===== src/rtl/atten_prog_pkg.sv =====
// Shared types and helpers for the step attenuator programmer.
// Assumes: nothing beyond IEEE 1800-2017 constant functions.
package atten_prog_pkg;

    // Sequencer phases; S_* are serial, P_* latched parallel.
    typedef enum logic [3:0] {
        ST_IDLE,
        ST_SLOW,
        ST_SHIGH,
        ST_LEDLY,
        ST_SLATCH,
        ST_PSETUP,
        ST_PLATCH,
        ST_PHOLD,
        ST_GAP
    } prog_state_t;

    // Larger of two integers, used to size the phase counter.
    function automatic int pmax(input int a, input int b);
        return (a > b) ? a : b;
    endfunction

endpackage


===== src/rtl/atten_tick_timer.sv =====
// Loadable down-counter that times one phase.
// Loading N-1 makes zero_o rise after N cycles in the phase.
// Assumes: load has priority; the counter rests at zero.
module atten_tick_timer #(
    parameter int W = 4
) (
    input  logic         clk,
    input  logic         rst_n,
    input  logic         load,
    input  logic [W-1:0] load_val,
    output logic         zero_o
);
    logic [W-1:0] cnt;

    // Count down to zero after each load.
    always_ff @(posedge clk) begin
        if (!rst_n)            cnt <= '0;
        else if (load)         cnt <= load_val;
        else if (cnt != '0)    cnt <= cnt - 1'b1;
    end

    assign zero_o = (cnt == '0);
endmodule


===== src/rtl/atten_shifter.sv =====
// MSB-first shifter for the serial data line.
// dat_o is a register that changes only on load or shift, so it keeps
// the last bit sent while the block is idle.
// Assumes: BITS >= 3; shift is requested only while last_o is low.
module atten_shifter #(
    parameter int BITS = 6
) (
    input  logic            clk,
    input  logic            rst_n,
    input  logic            load,
    input  logic [BITS-1:0] code,
    input  logic            shift,
    output logic            dat_o,
    output logic            last_o
);
    localparam int CW = $clog2(BITS);

    logic [BITS-2:0] rest;
    logic [CW-1:0]   left;

    // Present the top bit on load, the next one on each shift.
    always_ff @(posedge clk) begin
        if (!rst_n) begin
            rest  <= '0;
            left  <= '0;
            dat_o <= 1'b0;
        end else if (load) begin
            rest  <= code[BITS-2:0];
            dat_o <= code[BITS-1];
            left  <= CW'(BITS-1);
        end else if (shift) begin
            dat_o <= rest[BITS-2];
            rest  <= {rest[BITS-3:0], 1'b0};
            left  <= left - 1'b1;
        end
    end

    assign last_o = (left == '0);
endmodule


===== src/rtl/atten_prog.sv =====
// Step attenuator programmer: takes a code over valid/ready and drives
// the attenuator's serial (clock/data/latch) or latched-parallel pins.
// Every phase length is a count of system clock cycles.
// Assumes: all *_CYC parameters >= 1, derived from the nanosecond limits.
module atten_prog
    import atten_prog_pkg::*;
#(
    parameter int CODE_W      = 6,
    parameter int SCK_LO_CYC  = 3,    // clock low, also the data setup
    parameter int SCK_HI_CYC  = 2,    // clock high, also the data hold
    parameter int LE_DLY_CYC  = 1,    // last falling clock to latch rise
    parameter int LE_PW_CYC   = 2,    // serial latch pulse
    parameter int PAR_SU_CYC  = 1,    // parallel data setup to latch
    parameter int PAR_PW_CYC  = 1,    // parallel latch pulse
    parameter int PAR_HD_CYC  = 1,    // parallel hold after latch
    parameter int GAP_CYC     = 2000  // minimum update interval (low rate)
) (
    input  logic              clk,
    input  logic              rst_n,
    input  logic [CODE_W-1:0] code_i,
    input  logic              mode_par_i,
    input  logic              low_rate_i,
    input  logic              valid_i,
    output logic              ready_o,
    output logic              sclk_o,
    output logic              sdat_o,
    output logic              le_o,
    output logic [CODE_W-1:0] par_o
);
    localparam int PH_MAX = pmax(pmax(pmax(SCK_LO_CYC, SCK_HI_CYC),
                                      pmax(LE_DLY_CYC, LE_PW_CYC)),
                                 pmax(pmax(PAR_SU_CYC, PAR_PW_CYC), PAR_HD_CYC));
    localparam int PH_W  = $clog2(PH_MAX + 1);
    localparam int GAP_W = $clog2(GAP_CYC + 1);

    prog_state_t     st, st_n;
    logic            ph_load, ph_zero;
    logic [PH_W-1:0] ph_val;
    logic            gap_load, gap_zero;
    logic            sh_load, sh_shift, sh_last;
    logic            low_rate_q;
    logic            accept;

    assign ready_o = (st == ST_IDLE);
    assign accept  = valid_i && ready_o;

    atten_tick_timer #(.W(PH_W)) u_phase (
        .clk(clk), .rst_n(rst_n), .load(ph_load), .load_val(ph_val), .zero_o(ph_zero)
    );

    atten_tick_timer #(.W(GAP_W)) u_gap (
        .clk(clk), .rst_n(rst_n), .load(gap_load),
        .load_val(GAP_W'(GAP_CYC - 1)), .zero_o(gap_zero)
    );

    atten_shifter #(.BITS(CODE_W)) u_shift (
        .clk(clk), .rst_n(rst_n), .load(sh_load), .code(code_i),
        .shift(sh_shift), .dat_o(sdat_o), .last_o(sh_last)
    );

    // Next phase, timer loads and shifter commands.
    always_comb begin
        st_n     = st;
        ph_load  = 1'b0;
        ph_val   = '0;
        gap_load = 1'b0;
        sh_load  = 1'b0;
        sh_shift = 1'b0;
        unique case (st)
            ST_IDLE: if (valid_i) begin
                ph_load = 1'b1;
                if (mode_par_i) begin
                    st_n   = ST_PSETUP;
                    ph_val = PH_W'(PAR_SU_CYC - 1);
                end else begin
                    sh_load = 1'b1;
                    st_n    = ST_SLOW;
                    ph_val  = PH_W'(SCK_LO_CYC - 1);
                end
            end
            ST_SLOW: if (ph_zero) begin
                st_n    = ST_SHIGH;
                ph_load = 1'b1;
                ph_val  = PH_W'(SCK_HI_CYC - 1);
            end
            ST_SHIGH: if (ph_zero) begin
                ph_load = 1'b1;
                if (sh_last) begin
                    st_n   = ST_LEDLY;
                    ph_val = PH_W'(LE_DLY_CYC - 1);
                end else begin
                    sh_shift = 1'b1;
                    st_n     = ST_SLOW;
                    ph_val   = PH_W'(SCK_LO_CYC - 1);
                end
            end
            ST_LEDLY: if (ph_zero) begin
                st_n    = ST_SLATCH;
                ph_load = 1'b1;
                ph_val  = PH_W'(LE_PW_CYC - 1);
            end
            ST_SLATCH: if (ph_zero) begin
                st_n     = low_rate_q ? ST_GAP : ST_IDLE;
                gap_load = low_rate_q;
            end
            ST_PSETUP: if (ph_zero) begin
                st_n    = ST_PLATCH;
                ph_load = 1'b1;
                ph_val  = PH_W'(PAR_PW_CYC - 1);
            end
            ST_PLATCH: if (ph_zero) begin
                st_n    = ST_PHOLD;
                ph_load = 1'b1;
                ph_val  = PH_W'(PAR_HD_CYC - 1);
            end
            ST_PHOLD: if (ph_zero) begin
                st_n     = low_rate_q ? ST_GAP : ST_IDLE;
                gap_load = low_rate_q;
            end
            ST_GAP: if (gap_zero) st_n = ST_IDLE;
            default: st_n = ST_IDLE;
        endcase
    end

    // State, registered pin outputs and per-transfer settings.
    always_ff @(posedge clk) begin
        if (!rst_n) begin
            st         <= ST_IDLE;
            sclk_o     <= 1'b0;
            le_o       <= 1'b0;
            par_o      <= '0;
            low_rate_q <= 1'b0;
        end else begin
            st     <= st_n;
            sclk_o <= (st_n == ST_SHIGH);
            le_o   <= (st_n == ST_SLATCH) || (st_n == ST_PLATCH);
            if (accept) begin
                low_rate_q <= low_rate_i;
                if (mode_par_i) par_o <= code_i;
            end
        end
    end
endmodule


===== config.mk =====
export PLATFORM = sky130hd
export DESIGN_NAME = atten_prog
export DESIGN_NICKNAME = d
export VERILOG_FILES = /design/src/rtl/atten_prog_pkg.sv /design/src/rtl/atten_tick_timer.sv /design/src/rtl/atten_shifter.sv /design/src/rtl/atten_prog.sv
export SDC_FILE = /design/constraint.sdc
export NUM_CORES = 1
export LEC_CHECK = 0
export BUFFER_PORTS_ARGS = -buffer_cell sky130_fd_sc_hd__buf_4
export CAP_MARGIN = 0
export CELL_PAD_IN_SITES_DETAIL_PLACEMENT = 1
export CELL_PAD_IN_SITES_GLOBAL_PLACEMENT = 1
export CORE_UTILIZATION = 42
export DETAILED_ROUTE_END_ITERATION = 12
export GPL_TIMING_DRIVEN = 1
export HOLD_SLACK_MARGIN = 0.02
export PLACE_DENSITY = 0.85
export SLEW_MARGIN = 20
export SYNTH_ARGS = -nofsm -noshare
export SYNTH_HDL_FRONTEND = slang
export SYNTH_SLANG_ARGS = --single-unit

===== constraint.sdc =====
create_clock -name clk -period 2.3 [get_ports clk]
set_input_delay 0.23 -clock clk [delete_from_list [all_inputs] [get_ports clk]]
set_output_delay 0.23 -clock clk [all_outputs]
set_load 0.02 [all_outputs]

==> results.md <==
- Setup WS post-layout: 0.140 ns
- Area leader, netlist: dfxtp_1
- Reg area: 701 µm²
- Most frequent cell after synthesis: dfxtp_1
- Final Skew: 0.00488 ns
- Slew Limit Fails: 0
- Syn Inst Count: 201
- Synth Flop Type: dfxtp_1
- Status: complete, no violations
- Die W: around 66 µm
- Synth cell types: 41
- Syn_area_per_cell: roughly 8.5 µm²
- Finished Layout Cells: around 270
- Pre-CTS setup slack: 0.111 ns
- R2R Setup Slk: 0.14 ns
- Fillers: roughly 460
- Met2 WL: 1990 µm
- First-pass GRT wire length: just under 7000 µm
- Max layer used: met4
- Setup crit end kind: flop
- Placeable Area: ~3800 µm²
- HP Class: in -> reg
- Area added between synthesis and finish: 16.1%
- Initial DRC Count: 29
- Worst slew pin tran: 0.698 ns
- Min Tclk post-route: between 2 and 2.5 ns
- Yosys warns: 0
- Top post-synthesis cells by count: dfxtp_1, a21oi_1, nand2_1
- WP data arrival: 2.38 ns
- WP data required: 2.52 ns
- DRC violations left: 0
- All-Layer GR Usage: 21.3%
- Full die area: 4320 µm²
- Routed WL: 3980 µm
- Final hold vios: 0
- Worst setup path start: u_gap.cnt[0]$_SDFFE_PN0P_
- Placed Instances: roughly 260
- Clock slew at reported path FFs: roughly 0.08 ns
- Tcrit/Tclk final: 93.9%
- Peak supply drop: 622 µV
- Port Buf Inserts: 20
- CTS root buffer: clkbuf_8
- RSZ-0062 raised after global routing: no
- Vias in the first global route: 1,589
- Worst r2r src: u_gap.cnt[0]$_SDFFE_PN0P_
- Endpoint of the worst hold path: par_o[1]$_SDFFE_PN0P_
- CTS sink cnt: 35
- Worst Reg-to-Reg Cells: 6
- Max Cap Viol: 0
- WL/cell: ~15 µm
- Top cell type's share of synthesized area: just over 40%
- Reg2reg end: u_gap.cnt[1]$_SDFFE_PN0P_
- Relative slew slack: 53.0%
- Initial antenna violation count: 0
- Layout Nets: 233
- # Post-CTS Setup Buffers: 0
- ANT cells: 0
- Synth top area cells: dfxtp_1, a21oi_1, mux2i_1, o21ai_0, nand2_1
- Share of cells above drive strength 1: 19.2%
- Final Setup Violations: 0
- Wire length on met3: around 130 µm
- Crit Path Max Fanout: 6
- Inserted Clock Buffers: 5
- Drt pass-1 iters: 4
- Fraction of registers with async set/reset: 0%
- Via count: around 1,500
- Register area share after synthesis: 41.1%
- Routability congestion estimate: 0.856
- Length of routed wiring on met1: 1780 µm
- Achievable frequency: approximately 460 MHz
- Die Span Y: 65.7 µm
- Hold Path Depth: 3
- Setup TNS: 0 ns
- Post-synth EDFFs: 0
- CP Class: reg -> reg
- Crit path launch type: flop
- Initial Util: 45.2%
- Row Count: 22
- LEAKAGE: 0.756 nW
- Hold path startpoint: code_i[1]
- Worst-Skew Late Latency: ~0.29 ns
- Final ANT Viol Nets: 0
- Grt total ovfl: 0
- Final HPWL from detailed placement: 2830 µm
- CTS tree: built
- Multi-input combinational cell area: 903 µm²
- Clk buf depth: 2
- Routed vias/inst: around 5.7
- #FFs+latches synth: 35
- Power Density: 1250 nW/µm²
- I/O pins: 21
- Synth Cell Area: 1700 µm²
- Largest net degree at the start of global routing: 22
- Syn_nets: 216
- H-tree levels: 2
- Post-cts sizing count: 0
==> layer usage <==
metal / GRT usage [%] / up-vias
met1: 23.0 / 727
met3: 6.60 / 10
met2: 37.8 / 31
li1: - / 742
met4: 9.24 / 0
met5: 0 / -
==> placed cells by master (no fill, tap or decap), types with 3 or more instances in the layout <==
cell and n:
nor3b_1 3, o21ai_0 12, dfxtp_1 35, inv_1 12, ha_1 4, xor2_1 4
nor2_1 12, nor3_1 5, o211ai_1 3, buf_4 24, clkbuf_8 5, o21a_1 3
or3_1 4, mux2i_1 8, nand3b_1 3, a21oi_1 27, nand2_1 14, nand3_1 8
==> worst max path at each step <==
stage                                 to  cells after the start
5_1_grt                sclk_o$_SDFF_PN0_                      6
4_1_cts        u_gap.cnt[1]$_SDFFE_PN0P_                      6
3_3_place_gp   u_gap.cnt[1]$_SDFFE_PN0P_                      6
2_1_floorplan  u_gap.cnt[1]$_SDFFE_PN0P_                      6
6_report       u_gap.cnt[1]$_SDFFE_PN0P_                      6
3_5_place_dp   u_gap.cnt[1]$_SDFFE_PN0P_                      6
==> layout make-up <==
type | count | share of cell area, %
clock buffer | 5 | 3.48
tap | 48 | 3.04
inverter | 12 | 2.28
clock inverter | 3 | 1.01
multi-input combinational | 140 | 45.7
sequential | 35 | 35.4
timing repair buffer | 24 | 9.11
==> per-stage QoR <==
step	instance area [µm²]	hold slack [ns]	util, %	power (mW)
global route	1980	0.190	52.5	2.66
global placement	1890	0.445	50.1	1.95
floorplan	1700	0.366	-	1.74
CTS	1980	0.190	52.5	2.49
detailed placement	1890	0.452	50.1	2.03
finish	1980	0.199	52.5	2.47
==> state kept, by name (all words and copies together), names as in the netlist <==
register	flops
par_o	6
u_shift.rest	5
u_gap.cnt	11
u_shift.left	3
le_o	1
u_shift.dat_o	1
sclk_o	1
u_phase.cnt	2
low_rate_q	1
st	4
==> worst max-delay path: stages (launching register included) <==
cell and delay (ns):
dfxtp_1 0.31, inv_1 0.12, ha_1 0.24, or3b_2 0.52, nor4_4 0.38, mux2_2 0.38
a21oi_1 0.13
==> logic make-up after synthesis <==
family,after synthesis,synth area share (%)
compound gates,55,19.0
xor+xnor,6,3.08
fa+ha+maj,4,2.94
buf+inv,26,5.87
flops,35,41.1
mux,9,5.36
simple gates,66,22.6
==> power breakdown <==
group          leakage, nW  internal [mW]  switching (mW)
Combinational        0.429          0.506           0.637
Sequential           0.287          0.757           0.123
Clock               0.0402          0.211           0.236
==> what timing repair did <==
item / CTS / global route
hold endpoints to repair: 0 / 0
endpoints found under the setup margin: 0 / 3
hold buffers: 0 / 0
Note: power is estimated with default switching activity, not from simulation.
